===== src/rtl/cd_pkg.sv =====
package cd_pkg;
    localparam int CELL_BYTES = 53;
    localparam int HEC_IDX    = 4;
    localparam int POS_W      = $clog2(CELL_BYTES);
    localparam logic [7:0] HEC_COSET = 8'h55;
    localparam logic [7:0] HEC_POLY  = 8'h07;

    typedef enum logic [1:0] {
        CD_HUNT    = 2'd0,
        CD_PRESYNC = 2'd1,
        CD_SYNC    = 2'd2
    } cd_state_e;

    // CRC-8, generator x^8+x^2+x+1, zero start, MSB first
    function automatic logic [7:0] hec_crc(input logic [31:0] hdr);
        logic [7:0] c;
        logic       fb;
        c = 8'h00;
        for (int i = 31; i >= 0; i--) begin
            fb = c[7] ^ hdr[i];
            c  = {c[6:0], 1'b0} ^ (fb ? HEC_POLY : 8'h00);
        end
        return c;
    endfunction
endpackage


===== src/rtl/cd_hec_window.sv =====
module cd_hec_window
    import cd_pkg::*;
(
    input  logic       clk,
    input  logic       rst_n,
    input  logic       byte_vld,
    input  logic [7:0] byte_in,
    output logic       hec_ok
);
    typedef struct packed {
        logic [31:0] win;
    } win_s;

    win_s r_q, r_d;

    always_comb begin
        r_d    = r_q;
        hec_ok = byte_vld && ((hec_crc(r_q.win) ^ HEC_COSET) == byte_in);
        if (byte_vld) begin
            r_d.win = {r_q.win[23:0], byte_in};
        end
    end

    always_ff @(posedge clk) begin
        if (!rst_n) r_q <= '0;
        else        r_q <= r_d;
    end


    idle_window_chk: assert property (@(posedge clk) disable iff (!rst_n)
        !byte_vld |=> $stable(r_q.win));
endmodule


===== src/rtl/cd_sync_fsm.sv =====
module cd_sync_fsm
    import cd_pkg::*;
#(
    parameter int RUN_W = 4
) (
    input  logic             clk,
    input  logic             rst_n,
    input  logic             byte_vld,
    input  logic             hec_ok,
    input  logic [RUN_W-1:0] cfg_miss,
    input  logic [RUN_W-1:0] cfg_confirm,
    output logic [1:0]       state_o,
    output logic             cell_start_o,
    output logic             sync_entry_o
);
    typedef struct packed {
        cd_state_e        state;
        logic [POS_W-1:0] pos;
        logic [RUN_W-1:0] run;
        logic             cstart;
    } fsm_s;

    fsm_s r_q, r_d;
    logic [RUN_W:0] run_inc;

    always_comb begin
        r_d          = r_q;
        r_d.cstart   = 1'b0;
        run_inc      = {1'b0, r_q.run} + 1'b1;
        if (byte_vld) begin
            case (r_q.state)
                CD_HUNT: begin
                    if (hec_ok) begin
                        r_d.state = CD_PRESYNC;
                        r_d.pos   = POS_W'(HEC_IDX + 1);
                        r_d.run   = '0;
                    end
                end
                default: begin
                    r_d.cstart = (r_q.pos == '0);
                    r_d.pos    = (r_q.pos == POS_W'(CELL_BYTES - 1)) ? '0 : r_q.pos + 1'b1;
                    if (r_q.pos == POS_W'(HEC_IDX)) begin
                        if (r_q.state == CD_PRESYNC) begin
                            if (!hec_ok) begin
                                r_d.state = CD_HUNT;
                                r_d.run   = '0;
                            end else if (run_inc >= {1'b0, cfg_confirm}) begin
                                r_d.state = CD_SYNC;
                                r_d.run   = '0;
                            end else begin
                                r_d.run = run_inc[RUN_W-1:0];
                            end
                        end else begin
                            if (hec_ok) begin
                                r_d.run = '0;
                            end else if (run_inc >= {1'b0, cfg_miss}) begin
                                r_d.state = CD_HUNT;
                                r_d.run   = '0;
                            end else begin
                                r_d.run = run_inc[RUN_W-1:0];
                            end
                        end
                    end
                end
            endcase
        end
        sync_entry_o = (r_d.state == CD_SYNC) && (r_q.state != CD_SYNC);
    end

    always_ff @(posedge clk) begin
        if (!rst_n) begin
            r_q.state  <= CD_HUNT;
            r_q.pos    <= '0;
            r_q.run    <= '0;
            r_q.cstart <= 1'b0;
        end else begin
            r_q <= r_d;
        end
    end

    assign state_o      = r_q.state;
    assign cell_start_o = r_q.cstart;


    sync_from_presync_chk: assert property (@(posedge clk) disable iff (!rst_n)
        $rose(r_q.state == CD_SYNC) |-> $past(r_q.state) == CD_PRESYNC);

    idle_state_chk: assert property (@(posedge clk) disable iff (!rst_n)
        !byte_vld |=> $stable(r_q.state) && $stable(r_q.pos) && $stable(r_q.run));

    start_locked_chk: assert property (@(posedge clk) disable iff (!rst_n)
        r_q.cstart |-> r_q.state != CD_HUNT);
endmodule


===== src/rtl/cd_loss_mon.sv =====
module cd_loss_mon
    import cd_pkg::*;
#(
    parameter int THR_W = 16
) (
    input  logic             clk,
    input  logic             rst_n,
    input  logic             byte_vld,
    input  logic             in_hunt,
    input  logic             hec_ok,
    input  logic             sync_entry,
    input  logic [THR_W-1:0] cfg_thr,
    output logic             status_o,
    output logic             set_o,
    output logic             clr_o
);
    typedef struct packed {
        logic [POS_W-1:0] hb;
        logic [THR_W-1:0] cnt;
        logic             stat;
        logic             set;
        logic             clr;
    } loss_s;

    loss_s r_q, r_d;
    logic [THR_W-1:0] cnt_up;

    always_comb begin
        r_d     = r_q;
        r_d.set = 1'b0;
        r_d.clr = 1'b0;
        cnt_up  = (&r_q.cnt) ? r_q.cnt : r_q.cnt + 1'b1;
        if (!in_hunt) begin
            r_d.hb = '0;
        end else if (byte_vld) begin
            if (hec_ok) begin
                r_d.hb = '0;
            end else if (r_q.hb == POS_W'(CELL_BYTES - 1)) begin
                r_d.hb  = '0;
                r_d.cnt = cnt_up;
                if ((cfg_thr != '0) && (cnt_up >= cfg_thr) && !r_q.stat) begin
                    r_d.stat = 1'b1;
                    r_d.set  = 1'b1;
                end
            end else begin
                r_d.hb = r_q.hb + 1'b1;
            end
        end
        if (sync_entry) begin
            r_d.cnt = '0;
            if (r_q.stat) begin
                r_d.stat = 1'b0;
                r_d.clr  = 1'b1;
            end
        end
    end

    always_ff @(posedge clk) begin
        if (!rst_n) r_q <= '0;
        else        r_q <= r_d;
    end

    assign status_o = r_q.stat;
    assign set_o    = r_q.set;
    assign clr_o    = r_q.clr;


    set_has_status_chk: assert property (@(posedge clk) disable iff (!rst_n)
        r_q.set |-> r_q.stat);

    status_rise_pulse_chk: assert property (@(posedge clk) disable iff (!rst_n)
        $rose(r_q.stat) |-> r_q.set);

    clr_drops_status_chk: assert property (@(posedge clk) disable iff (!rst_n)
        r_q.clr |-> !r_q.stat && $past(r_q.stat));
endmodule


===== src/rtl/cell_delin_top.sv =====
module cell_delin_top
    import cd_pkg::*;
#(
    parameter int RUN_W = 4,
    parameter int THR_W = 16
) (
    input  logic             clk,
    input  logic             rst_n,
    input  logic             byte_vld,
    input  logic [7:0]       byte_in,
    input  logic [RUN_W-1:0] cfg_miss,
    input  logic [RUN_W-1:0] cfg_confirm,
    input  logic [THR_W-1:0] cfg_loss_thr,
    output logic [1:0]       cd_state,
    output logic             cell_start,
    output logic             loss_status,
    output logic             loss_set_irq,
    output logic             loss_clr_irq
);
    logic hec_ok;
    logic sync_entry;
    logic in_hunt;

    cd_hec_window win_i (
        .clk      (clk),
        .rst_n    (rst_n),
        .byte_vld (byte_vld),
        .byte_in  (byte_in),
        .hec_ok   (hec_ok)
    );

    cd_sync_fsm #(.RUN_W(RUN_W)) fsm_i (
        .clk          (clk),
        .rst_n        (rst_n),
        .byte_vld     (byte_vld),
        .hec_ok       (hec_ok),
        .cfg_miss     (cfg_miss),
        .cfg_confirm  (cfg_confirm),
        .state_o      (cd_state),
        .cell_start_o (cell_start),
        .sync_entry_o (sync_entry)
    );

    assign in_hunt = (cd_state == CD_HUNT);

    cd_loss_mon #(.THR_W(THR_W)) loss_i (
        .clk        (clk),
        .rst_n      (rst_n),
        .byte_vld   (byte_vld),
        .in_hunt    (in_hunt),
        .hec_ok     (hec_ok),
        .sync_entry (sync_entry),
        .cfg_thr    (cfg_loss_thr),
        .status_o   (loss_status),
        .set_o      (loss_set_irq),
        .clr_o      (loss_clr_irq)
    );
endmodule


===== config.mk =====
export PLATFORM = sky130hd
export DESIGN_NAME = cell_delin_top
export DESIGN_NICKNAME = d
export VERILOG_FILES = /design/src/rtl/cd_pkg.sv /design/src/rtl/cd_hec_window.sv /design/src/rtl/cd_sync_fsm.sv /design/src/rtl/cd_loss_mon.sv /design/src/rtl/cell_delin_top.sv
export SDC_FILE = /design/constraint.sdc
export NUM_CORES = 1
export LEC_CHECK = 0
export ABC_AREA = 1
export ABC_CLOCK_PERIOD_IN_PS = 6800
export BUFFER_PORTS_ARGS = -buffer_cell sky130_fd_sc_hd__buf_2
export CELL_PAD_IN_SITES_DETAIL_PLACEMENT = 0
export CELL_PAD_IN_SITES_GLOBAL_PLACEMENT = 1
export CORE_MARGIN = 10
export CORE_UTILIZATION = 30
export DETAILED_ROUTE_END_ITERATION = 16
export PLACE_DENSITY = 0.71
export RECOVER_POWER = 25
export SLEW_MARGIN = 10
export SYNTH_ARGS = -nofsm -noshare
export SYNTH_HDL_FRONTEND = slang
export SYNTH_SLANG_ARGS = --single-unit

===== constraint.sdc =====
create_clock -name clk -period 6.8 [get_ports clk]
set_input_delay 0.68 -clock clk [delete_from_list [all_inputs] [get_ports clk]]
set_output_delay 0.68 -clock clk [all_outputs]
set_load 0.03 [all_outputs]

==> results of run 1 <==
cells in the mapped netlist, types with 3 or more instances:
master	instances	area share
a21oi_1	56	0.050
a31oi_1	3	0.0033
clkbuf_1	12	0.0080
dfxtp_1	70	0.25
ha_1	30	0.067
inv_1	144	0.096
inv_2	13	0.0087
nand2_1	250	0.17
nand2_2	33	0.037
nand2_4	7	0.014
nand3_1	74	0.066
nand3_2	10	0.018
nand3b_1	3	0.0040
nand4_1	11	0.012
nor2_1	46	0.031
nor2_4	13	0.026
nor3_1	13	0.012
nor4_1	6	0.0067
o211ai_1	5	0.0067
o21a_1	6	0.0080
o21ai_0	55	0.049
xnor2_1	5	0.0078
xor2_1	15	0.023
power by group through the flow:
| stage | registers, uW | clock network (uW) | logic, uW |
|---|---|---|---|
| floorplan | 444 | 0 | 485 |
| global placement | 448 | 0 | 591 |
| detailed placement | 448 | 0 | 590 |
| CTS | 439 | 509 | 593 |
| global route | 441 | 519 | 687 |
| finish | 439 | 488 | 589 |
through the flow:
step	util	worst slack, ns	hold slack, ns
floorplan	-	3.79	0.457
global placement	0.325	3.12	0.476
detailed placement	0.325	3.06	0.478
CTS	0.342	3.05	0.488
global route	0.341	1.72	0.512
finish	0.341	2.21	0.485
state kept, by name (all words and copies together), names as in the netlist:
| signal | flops |
|---|---|
| loss_i.set_o | 1 |
| fsm_i.cell_start_o | 1 |
| win_i.r_q | 32 |
| loss_i.r_q | 22 |
| loss_i.clr_o | 1 |
| fsm_i.state_o | 2 |
| loss_i.status_o | 1 |
| fsm_i.r_q | 10 |
critical path, delay by kind of cell:
kind | cells | cell delay [ns]
buffers and inverters | 3 | 2.95
and+or+nand+nor | 6 | 1.19
worst paths after layout:
path | start | to | slack [ns]
worst max-delay path | byte_vld | loss_i.r_q[5] | 2.21
worst min-delay path | loss_i.r_q[22] | loss_i.r_q[22] | 0.49
worst max register to register | win_i.r_q[29] | loss_i.r_q[5] | 3.01
worst min register to register | loss_i.r_q[22] | loss_i.r_q[22] | 0.49
routing by layer:
layer	vias to the layer above	wire, um	GRT usage
li1	2933	-	-
met1	2274	6660	0.144
met2	54	6350	0.188
met3	6	498	0.0300
met4	0	89	0.0285
met5	-	0	0
final cells by class:
cell class / instances / area (um2) / share of cell area
flip-flops and latches: 70 / 1400 / 0.221
repair buffers: 41 / 203 / 0.0319
clock buffers: 10 / 239 / 0.0377
clock inverters: 6 / 68.8 / 0.0108
well taps: 234 / 293 / 0.0461
multi-input cells: 654 / 3540 / 0.558
inverters: 159 / 598 / 0.0943
cell families after synthesis:
kind of cell | Yosys count
flops | 70
buf+inv | 176
fa+ha+maj | 30
xor+xnor | 22
compound gates | 132
simple gates | 470
==> metrics.md, run 1 <==
| Metric | Value |
|---|---|
| WL final | `13.6 mm` |
| Vias in the first global route | `5,000` |
| First-pass GRT wire length | `~23 mm` |
| Register area share after synthesis | `0.249` |
| Post-Synthesis Cells | `900` |
| DRT Pass-1 Iters | `4` |
| P_sw | `594 uW` |
| Worst-path clk slew | `0.06 ns` |
| Async set-reset flop share out of synthesis | `0` |
| EDFF count, synth | `0` |
| Layout cell share with drive strength beyond 1 | `0.146` |
| Compound-gate portion of the synthesized area | `0.126` |
| Design Area, Final | `~6300 um2` |
| Clock power share | `0.322` |
| Post-Layout Cell Count | `1,174` |
| Vias per cell | `4.49` |
| Hpwl dp | `10.7 mm` |
| Leading cell types in the layout, fill and taps excluded | `nand2_1 (250), inv_1 (144), nand3_1 (74)` |
| CTS buffer count | `9` |
| Critical path class | `in -> reg` |
| Vias | `5,267` |
| Count of port buffers added during placement | `40` |
| Slew headroom | `-0.510` |
| Max capacitance violation total | `1` |
| DIE HEIGHT | `157 um` |
| Switching part of the total | `0.392` |
| I/O Pins | `41` |
| Clk root buf | `clkbuf_16` |
| Post-Syn Area per Cell | `6.26 um2` |
| Initial Util | `0.303` |
| CP max stage delay | `1.58 ns` |
| Worst skew pair latency | `between 0.3 and 0.4 ns` |
| Pleak | `0.00306 uW` |
| Pins Over Slew Limit | `59` |
| Final Power | `1520 uW` |
| Final nets | `1,000` |
| Site row count | `50` |
| WHS Path Cells | `2` |
| RSZ-0062 raised after global routing | `false` |
| Skew final | `0.00878 ns` |
| Fmax | `between 0.2 and 0.25 GHz` |
| Final hold violations | `0` |
| Failing checks | `capacitance limit, slew limit` |
| Pin count of the biggest net entering global routing | `between 50 and 60` |
| Initial antenna violation count | `0` |
| Post-synthesis adder-cell area fraction | `0.0667` |
| Peak supply drop | `0.117 mV` |
| Setup TNS Final | `0 ns` |
| GP Congestion | `0.777` |
| Area grow syn2layout | `12.7%` |
| Synthesized Nets | `965` |
| Most frequent CP cell | `nor2_1` |
| Htree depth | `3` |
| Antenna Cells | `0` |
| Dpl cells | `1,158` |
| HP Class | `reg -> reg` |
| Part of the power in combinational logic | `0.388` |
| Post-DP Area | `6040 um2` |
| GRT Total Usage | `0.114` |
| Mux cell area share after synthesis | `0` |
| Worst setup SP type | `primary input` |
| Yosys Warn Count | `0` |
| PwrDens | `239 nW/um2` |
| Commonest non-fill, non-tap cell in the layout | `nand2_1` |
| Final setup vio count | `0` |
| Layout fillers | `between 2,000 and 2,500` |
| Post-synthesis cell type count | `38` |
| Final cycle utilization of the critical path | `0.675` |
| Critical Path Fanout Max | `58` |
| Maximum buffer depth of the clock tree | `2` |
| #FFs+latches synth | `70` |
| Iter 0 DRT Violations | `248` |
| Simple-gate area share of the yosys netlist | `0.399` |
| Critical path cell sequence | `clkbuf_1, clkinv_1, nor2_1, nor2_4, inv_2, nand2_2, nand3_4, nand2_4, nor2_1` |
| Hold-fix buffers, CTS | `0` |
| Top FF cell, synth | `dfxtp_1` |
| Crit. End Element | `flop` |
| Number of remaining DRC errors | `0` |
| CORE AREA | `18,600 um2` |
| R2R cell count | `31` |
| Sequential power share | `0.290` |
| Slowest stage cell, crit path | `clkbuf_1` |
| Setup repair bufs after CTS | `0` |
| Data arrival, critical path | `4.86 ns` |
| Int Pwr | `between 900 and 1000 uW` |
| CTS tree | `built` |
| DIE AREA | `24,700 um2` |
| Post-synthesis xor/xnor area fraction | `0.0369` |
| Antenna violation net count after detailed routing | `0` |
| DR WL/cell | `11.6 um` |
| Resize count post-CTS | `0` |
| Die width | `157 um` |
| Worst-Margin Slew | `2.27 ns` |
| Post-Synthesis Cell Area | `roughly 5600 um2` |
| Largest family of logic cells by synthesized area | `simple AND/OR/NAND/NOR gates` |
| Worst path required time | `7.07 ns` |
| Fin crit period | `4.59 ns` |
| Outcome | `complete, but fails checks` |
| Clock sinks | `70` |
| GRT overflow | `0` |
No activity file was read; power rests on OpenSTA's default activity.
==> inputs of run 2 (changes only) <==
--- a/config.mk
+++ b/config.mk
@@ -5,15 +5,15 @@
 export SDC_FILE = /design/constraint.sdc
 export NUM_CORES = 1
 export LEC_CHECK = 0
-export ABC_AREA = 1
-export ABC_CLOCK_PERIOD_IN_PS = 6800
+export ABC_AREA = 0
+export ABC_CLOCK_PERIOD_IN_PS = 3900
 export BUFFER_PORTS_ARGS = -buffer_cell sky130_fd_sc_hd__buf_2
 export CELL_PAD_IN_SITES_DETAIL_PLACEMENT = 0
 export CELL_PAD_IN_SITES_GLOBAL_PLACEMENT = 1
 export CORE_MARGIN = 10
 export CORE_UTILIZATION = 30
 export DETAILED_ROUTE_END_ITERATION = 16
-export PLACE_DENSITY = 0.71
+export PLACE_DENSITY = 0.69
 export RECOVER_POWER = 25
 export SLEW_MARGIN = 10
 export SYNTH_ARGS = -nofsm -noshare
==> constraint.sdc (replaced) <==
create_clock -name clk -period 3.9 [get_ports clk]
set_input_delay 0.39 -clock clk [delete_from_list [all_inputs] [get_ports clk]]
set_output_delay 0.39 -clock clk [all_outputs]
set_load 0.03 [all_outputs]
==> metrics.md, run 2 <==
| Metric | Value |
|---|---|
| WL final | `10.8 mm (-21%)` |
| Worst path required time | `4.11 ns (-2.96 ns)` |
| Peak supply drop | `0.216 mV (+84%)` |
| Post-DP Area | `5480 um2 (-9.3%)` |
| Yosys Warn Count | `0 (unchanged)` |
| Post-Synthesis Cell Area | `4890 um2 (-13%)` |
| Top post-synthesis cells by count | `dfxtp_1 (70), xnor2_1 (53), nor2b_1 (38)` |
| Register area share after synthesis | `0.287 (+0.0378)` |
| Antenna violation net count after detailed routing | `0 (unchanged)` |
| Top-count cell post-synth | `dfxtp_1` |
| Data arrival, critical path | `3.93 ns (-0.93 ns)` |
| Skew final | `0.0105 ns (+0.00172 ns)` |
| Top FF cell, synth | `dfxtp_1` |
| Leading cell types in the layout, fill and taps excluded | `dfxtp_1 (66), xnor2_1 (46), nor2b_1 (38)` |
| Layout cell share with drive strength beyond 1 | `0.211 (+0.0655)` |
| Place WS | `-0.181 ns (-3.24 ns)` |
| Pin count of the biggest net entering global routing | `50 (-15%)` |
| Largest registers | `win_i.r_q (32), loss_i.r_q (22), fsm_i.r_q (10)` |
| Final hold violations | `0 (unchanged)` |
| Most flops, register | `win_i.r_q` |
| Final cycle utilization of the critical path | `0.953` |
| Vias in the first global route | `3,893 (-22%)` |
| DR WL/cell | `13.1 um (+13%)` |
| GRT Total Usage | `0.101 (-0.0132)` |
| GRT overflow | `0 (unchanged)` |
| Switching part of the total | `0.293 (-0.0988)` |
| Max capacitance violation total | `0 (-1)` |
| Outcome | `finished, final reports clean` |
| GP Congestion | `0.791 (+1.9%)` |
| Post-Synthesis Cells | `538 (-40%)` |
| Part of the power in combinational logic | `0.198 (-0.190)` |
| Site row count | `46 (-8.0%)` |
| Vias per cell | `4.63 (+3.2%)` |
| PwrDens | `324 nW/um2 (+36%)` |
| Critical Path Fanout Max | `16 (-72%)` |
| Clock sinks | `70 (unchanged)` |
| Worst-path clk slew | `0.07 ns (about the same)` |
| CTS buffer count | `9 (unchanged)` |
| Sequential power share | `0.385 (+0.095)` |
| Initial antenna violation count | `0 (unchanged)` |
| CTS tree | `built` |
| Pleak | `0.00266 uW (-13%)` |
| Largest register FFs | `32 (unchanged)` |
| EDFF count, synth | `0 (unchanged)` |
| Yosys top cell area share | `0.287 (+0.0378)` |
| Final nets | `666 (-33%)` |
| Number of remaining DRC errors | `0 (unchanged)` |
| Count of port buffers added during placement | `40 (unchanged)` |
| Layout fillers | `1,592 (-22%)` |
| CORE AREA | `15,900 um2 (-14%)` |
| Worst-Margin Slew | `0.847 ns (-1.42 ns)` |
| Commonest non-fill, non-tap cell in the layout | `dfxtp_1` |
| Synth area leaders | `dfxtp_1 (29%), xnor2_1 (9.5%), ha_1 (7.7%)` |
| Yosys top cell by area | `dfxtp_1` |
| Fmax | `around 0.27 GHz` |
| Synthesized Nets | `603 (-38%)` |
| Post-synthesis cell type count | `57 (+50%)` |
| #FFs+latches synth | `70 (unchanged)` |
| Hpwl dp | `8.19 mm (-23%)` |
| Vias | `3,807 (-28%)` |
| Clk root buf | `clkbuf_16` |
| Slew headroom | `0.420 (+0.931)` |
| Design Area, Final | `5950 um2 (-6.3%)` |
| Htree depth | `3 (unchanged)` |
| HP Class | `in -> reg` |
| First-pass GRT wire length | `18.3 mm (-21%)` |
| Maximum buffer depth of the clock tree | `2 (unchanged)` |
| Worst setup SP type | `flop` |
| DRT Pass-1 Iters | `6 (+2)` |
| Crit. End Element | `flop` |
| Critical path class | `reg -> reg` |
| DIE AREA | `21,800 um2 (-12%)` |
| Initial Util | `0.307 (+0.00360)` |
| Async set-reset flop share out of synthesis | `0 (unchanged)` |
| Area grow syn2layout | `21.6%` |
| I/O Pins | `41 (unchanged)` |
| Fin crit period | `about 3.7 ns` |
| Die width | `148 um (-6.0%)` |
| Post-Syn Area per Cell | `9.09 um2 (+45%)` |
| Hold-fix buffers, CTS | `0 (unchanged)` |
| Iter 0 DRT Violations | `171 (-31%)` |
| Int Pwr | `1360 uW (+48%)` |
| Final setup vio count | `0 (unchanged)` |
| Clock power share | `0.418 (+0.096)` |
| DIE HEIGHT | `148 um (-6.0%)` |
| Pins Over Slew Limit | `0 (-100%)` |
| Antenna Cells | `0 (unchanged)` |
| P_sw | `564 uW (-4.9%)` |
| Worst skew pair latency | `0.34 ns (about the same)` |
| Setup slack after layout | `0.182 ns (-2.03 ns)` |
==> run 2: metrics by stage <==
step | hold WS (ns) | std cells | setup TNS (ns) | power (uW) | util
6_report | 0.326 | 822 | 0 | 1930 | 0.373
5_1_grt | 0.367 | 822 | -0.00833 | 2020 | 0.373
4_1_cts | 0.317 | 817 | 0 | 1930 | 0.365
3_5_place_dp | 0.467 | 800 | -0.740 | 1100 | 0.344
3_3_place_gp | 0.459 | 800 | -0.151 | 1100 | 0.344
2_1_floorplan | 0.447 | 538 | 0 | 1020 | -
==> run 2: path summary, 6_finish.rpt <==
path                    end           from  cells past startpoint  slack (ns)
max reg2reg  loss_i.r_q[16]  win_i.r_q[28]                     12        0.18
min            win_i.r_q[1]     byte_in[1]                      3        0.33
max          loss_i.r_q[16]  win_i.r_q[28]                     12        0.18
min reg2reg    fsm_i.r_q[4]   fsm_i.r_q[4]                      2        0.47
==> run 2: worst max-delay path: stages (launching register included) <==
cell and delay (ns):
dfxtp_2 0.36, xor2_1 0.18, xnor2_1 0.38, xor3_2 0.44
xor2_1 0.18, xnor2_2 0.26, or3b_4 0.42, a2111oi_4 0.36
o221ai_4 0.22, or3_4 0.45, nand2_1 0.12, buf_12 0.16
a311oi_1 0.05
==> run 2: area by class of cell <==
cell class | instances | area [um2] | area share
Sequential cell | 70 | 1410 | 0.237
Multi-Input combinational cell | 417 | 3410 | 0.574
Clock buffer | 9 | 225 | 0.0379
Tap cell | 216 | 270 | 0.0454
Clock inverter | 7 | 63.8 | 0.0107
Timing Repair Buffer | 72 | 449 | 0.0755
Inverter | 31 | 116 | 0.0196
==> run 2: kinds of logic after synthesis <==
| kind of cell | Yosys count | share of synthesized area |
|---|---|---|
| buffers and inverters | 51 | 0.0440 |
| XOR/XNOR | 95 | 0.207 |
| adder cells (fa/ha/maj) | 30 | 0.0768 |
| AND/OR/NAND/NOR | 188 | 0.207 |
| AO/OA/AOI/OAI | 65 | 0.0985 |
| multiplexers | 39 | 0.0803 |
| flip-flops | 70 | 0.287 |
==> run 2: routing by layer <==
layer	track usage	share of wire	routed length, um	vias up
met5	0	0	0	-
met4	0.0372	0.012	131	0
met3	0.0241	0.033	360	7
met2	0.170	0.48	5230	45
met1	0.121	0.47	5080	1790
li1	-	-	-	1965
==> run 2: power by group through the flow <==
stage	sequential, uW	clock (uW)	combinational, uW
3_5_place_dp	758	0	345
2_1_floorplan	753	0	268
6_report	741	805	382
3_3_place_gp	758	0	338
5_1_grt	743	865	414
4_1_cts	742	832	354
==> run 2: what timing repair did <==
action / 4_1_cts / 5_1_grt
setup endpoints to repair: 19 / 28
setup buffers: 1 / 5
endpoints found under the hold margin: 0 / 0
gates resized for setup: 7 / 21
pin swaps: 2 / 14
==> inputs of run 3 (changes only) <==
--- a/config.mk
+++ b/config.mk
@@ -15,6 +15,7 @@
 export DETAILED_ROUTE_END_ITERATION = 16
 export PLACE_DENSITY = 0.69
 export RECOVER_POWER = 25
+export SETUP_SLACK_MARGIN = 0.3
 export SLEW_MARGIN = 10
 export SYNTH_ARGS = -nofsm -noshare
 export SYNTH_HDL_FRONTEND = slang
==> metrics.md, run 3 (synthesis gave the netlist of run 2 again) <==
| Metric | Value |
|---|---|
| Skew final | `0.00819 ns (-0.00230 ns)` |
| Critical path class | `reg -> reg` |
| Data arrival, critical path | `3.89 ns (-0.04 ns)` |
| Pleak | `0.00284 uW (+7.0%)` |
| Site row count | `46 (unchanged)` |
| Fmax | `0.275 GHz (+2.3%)` |
| Dpl cells | `788 (-1.5%)` |
| Layout cell share with drive strength beyond 1 | `0.310 (+0.0987)` |
| Hpwl dp | `8.19 mm (about the same)` |
| Count of port buffers added during placement | `40 (unchanged)` |
| Worst-Margin Slew | `2.61 ns (+1.77 ns)` |
| Area grow syn2layout | `32.8%` |
| WL final | `11.9 mm (+10%)` |
| CORE AREA | `15,900 um2 (unchanged)` |
| DIE HEIGHT | `148 um (unchanged)` |
| Register area | `1430 um2 (+1.5%)` |
| Peak supply drop | `0.205 mV (-5.0%)` |
| Worst-path clk slew | `0.06 ns (about the same)` |
| Pin count of the biggest net entering global routing | `50 (unchanged)` |
| Largest registers | `win_i.r_q (32), loss_i.r_q (22), fsm_i.r_q (10)` |
| R2R cell count | `14 (+2)` |
| Max capacitance violation total | `1 (+1)` |
| GRT overflow | `0 (unchanged)` |
| Outcome | `complete, but fails checks` |
| Hold-fix buffers, CTS | `0 (unchanged)` |
| Reg2reg setup slack | `0.27 ns (+0.09 ns)` |
| Worst flop-to-flop path endpoint | `loss_i.r_q[23]` |
| Worst path required time | `4.16 ns (+0.05 ns)` |
| Setup slack after layout | `0.268 ns (+0.0852 ns)` |
| CP bufs+invs | `4 (+3)` |
| DIE AREA | `21,800 um2 (unchanged)` |
| DR WL/cell | `14.1 um (+7.5%)` |
| Final nets | `686 (+3.0%)` |
| Fin crit period | `3.63 ns (-0.0852 ns)` |
| Antenna violation net count after detailed routing | `0 (unchanged)` |
| Design Area, Final | `6490 um2 (+9.2%)` |
| Pins Over Slew Limit | `39 (+39)` |
| Final Power | `2060 uW (+7.0%)` |
| Initial antenna violation count | `0 (unchanged)` |
| HP Class | `in -> reg` |
| Post-Layout Cell Count | `842 (+2.4%)` |
| Worst setup SP type | `flop` |
| Crit. End Element | `flop` |
| DRT Pass-1 Iters | `4 (-2)` |
| RSZ-0062 raised after global routing | `true` |
| Area of the multi-input gates | `3760 um2 (+10%)` |
| Iter 0 DRT Violations | `117 (-32%)` |
| Final setup vio count | `0 (unchanged)` |
| GRT Total Usage | `0.107 (+0.00653)` |
| CTS buffer count | `9 (unchanged)` |
| CTS tree | `built` |
| WHS Path Cells | `3 (unchanged)` |
| Worst skew pair latency | `0.34 ns (about the same)` |
| GP Congestion | `0.854 (+8.0%)` |
| Layout fillers | `1,569 (-1.4%)` |
| Family with the most delay on the worst path | `XOR/XNOR gates` |
| Maximum buffer depth of the clock tree | `2 (unchanged)` |
| Clk root buf | `clkbuf_16` |
| Die width | `148 um (unchanged)` |
| Slew headroom | `-0.743 (-1.16)` |
| CP max stage delay | `0.46 ns (about the same)` |
| RR Startpoint | `win_i.r_q[22]` |
| Leading cell types in the layout, fill and taps excluded | `dfxtp_1 (57), xnor2_1 (41), buf_4 (41)` |
| Place WS | `-0.0428 ns (+0.138 ns)` |
| Vias | `3,918 (+2.9%)` |
| Min-Delay Endpoint | `win_i.r_q[1]` |
| Final hold violations | `0 (unchanged)` |
| Most flops, register | `win_i.r_q` |
| Critical path depth | `14 (+2)` |
| Critical path cell sequence | `xnor2_2, buf_4, xnor3_2, xnor3_2, xnor3_1, nand4_1, o31ai_4, o221ai_4, buf_6, buf_8, nand2_8, buf_4, or4_1, a21oi_1` |
| Final cycle utilization of the critical path | `0.931 (-0.0219)` |
| Critical Path Fanout Max | `5 (-11)` |
| Hold Slack | `0.338 ns (+0.0114 ns)` |
| First-pass GRT wire length | `19.3 mm (+5.3%)` |
| Min-delay src | `byte_in[1]` |
| Post-DP Area | `5440 um2 (-0.80%)` |
| Clock sinks | `70 (unchanged)` |
| Htree depth | `3 (unchanged)` |
| Vias in the first global route | `3,924 (+0.80%)` |
| Antenna Cells | `0 (unchanged)` |
| PwrDens | `318 nW/um2 (-2.0%)` |
| Initial Util | `0.307 (unchanged)` |
| Slowest stage cell, crit path | `xnor3_1` |
| Vias per cell | `4.65 (+0.47%)` |
| Number of remaining DRC errors | `0 (unchanged)` |
| Failing checks | `capacitance limit, slew limit` |
| Commonest non-fill, non-tap cell in the layout | `dfxtp_1` |
| I/O Pins | `41 (unchanged)` |
| Largest register FFs | `32 (unchanged)` |
## run 3: worst max path at each step
stage | endpoint | start
5_1_grt | loss_i.status_o | win_i.r_q[25]
4_1_cts | loss_i.status_o | loss_i.r_q[10]
2_1_floorplan | loss_i.status_o | loss_i.r_q[7]
3_5_place_dp | loss_i.r_q[18] | win_i.r_q[31]
6_report | loss_i.r_q[23] | win_i.r_q[22]
3_3_place_gp | loss_i.r_q[17] | win_i.r_q[30]
## run 3: repair_timing
item	4_1_cts	5_1_grt
endpoints found under the setup margin	33	35
resized for setup	49	51
setup buffers	25	10
pin swaps	38	27
cloned	1	2
endpoints found under the hold margin	0	0
## run 3: layout make-up
class	instances	area share
clock inverters	6	0.0108
repair buffers	90	0.0958
clock buffers	10	0.0353
well taps	216	0.0416
flip-flops and latches	70	0.220
multi-input cells	419	0.578
inverters	31	0.0179
## run 3: tightest hold or removal path, delay by kind of cell
kind	cells	cell delay (ns)
buf+inv	1	0.10
simple gates	1	0.09
mux	1	0.06
## run 3: power breakdown
group / total [uW] / switching (uW) / internal (uW)
Sequential: 740 / 15.2 / 724
Combinational: 495 / 247 / 249
Clock: 828 / 329 / 500
Total: 2060 / 591 / 1470
## run 3: metrics by stage
step	utilization	TNS [ns]
detailed placement	0.341	-0.0922
global route	0.407	0
global placement	0.341	0
CTS	0.388	0
floorplan	-	0
finish	0.407	0
## run 3: layer usage
layer  share of wire  wire, um  global-route usage  vias to the layer above
li1                -         -                   -                     2010
met1            0.45      5400               0.127                     1843
met2            0.50      5910               0.183                       55
met3           0.035       415              0.0275                       10
met4           0.014       161              0.0367                        0
met5               0         0                   0                        -
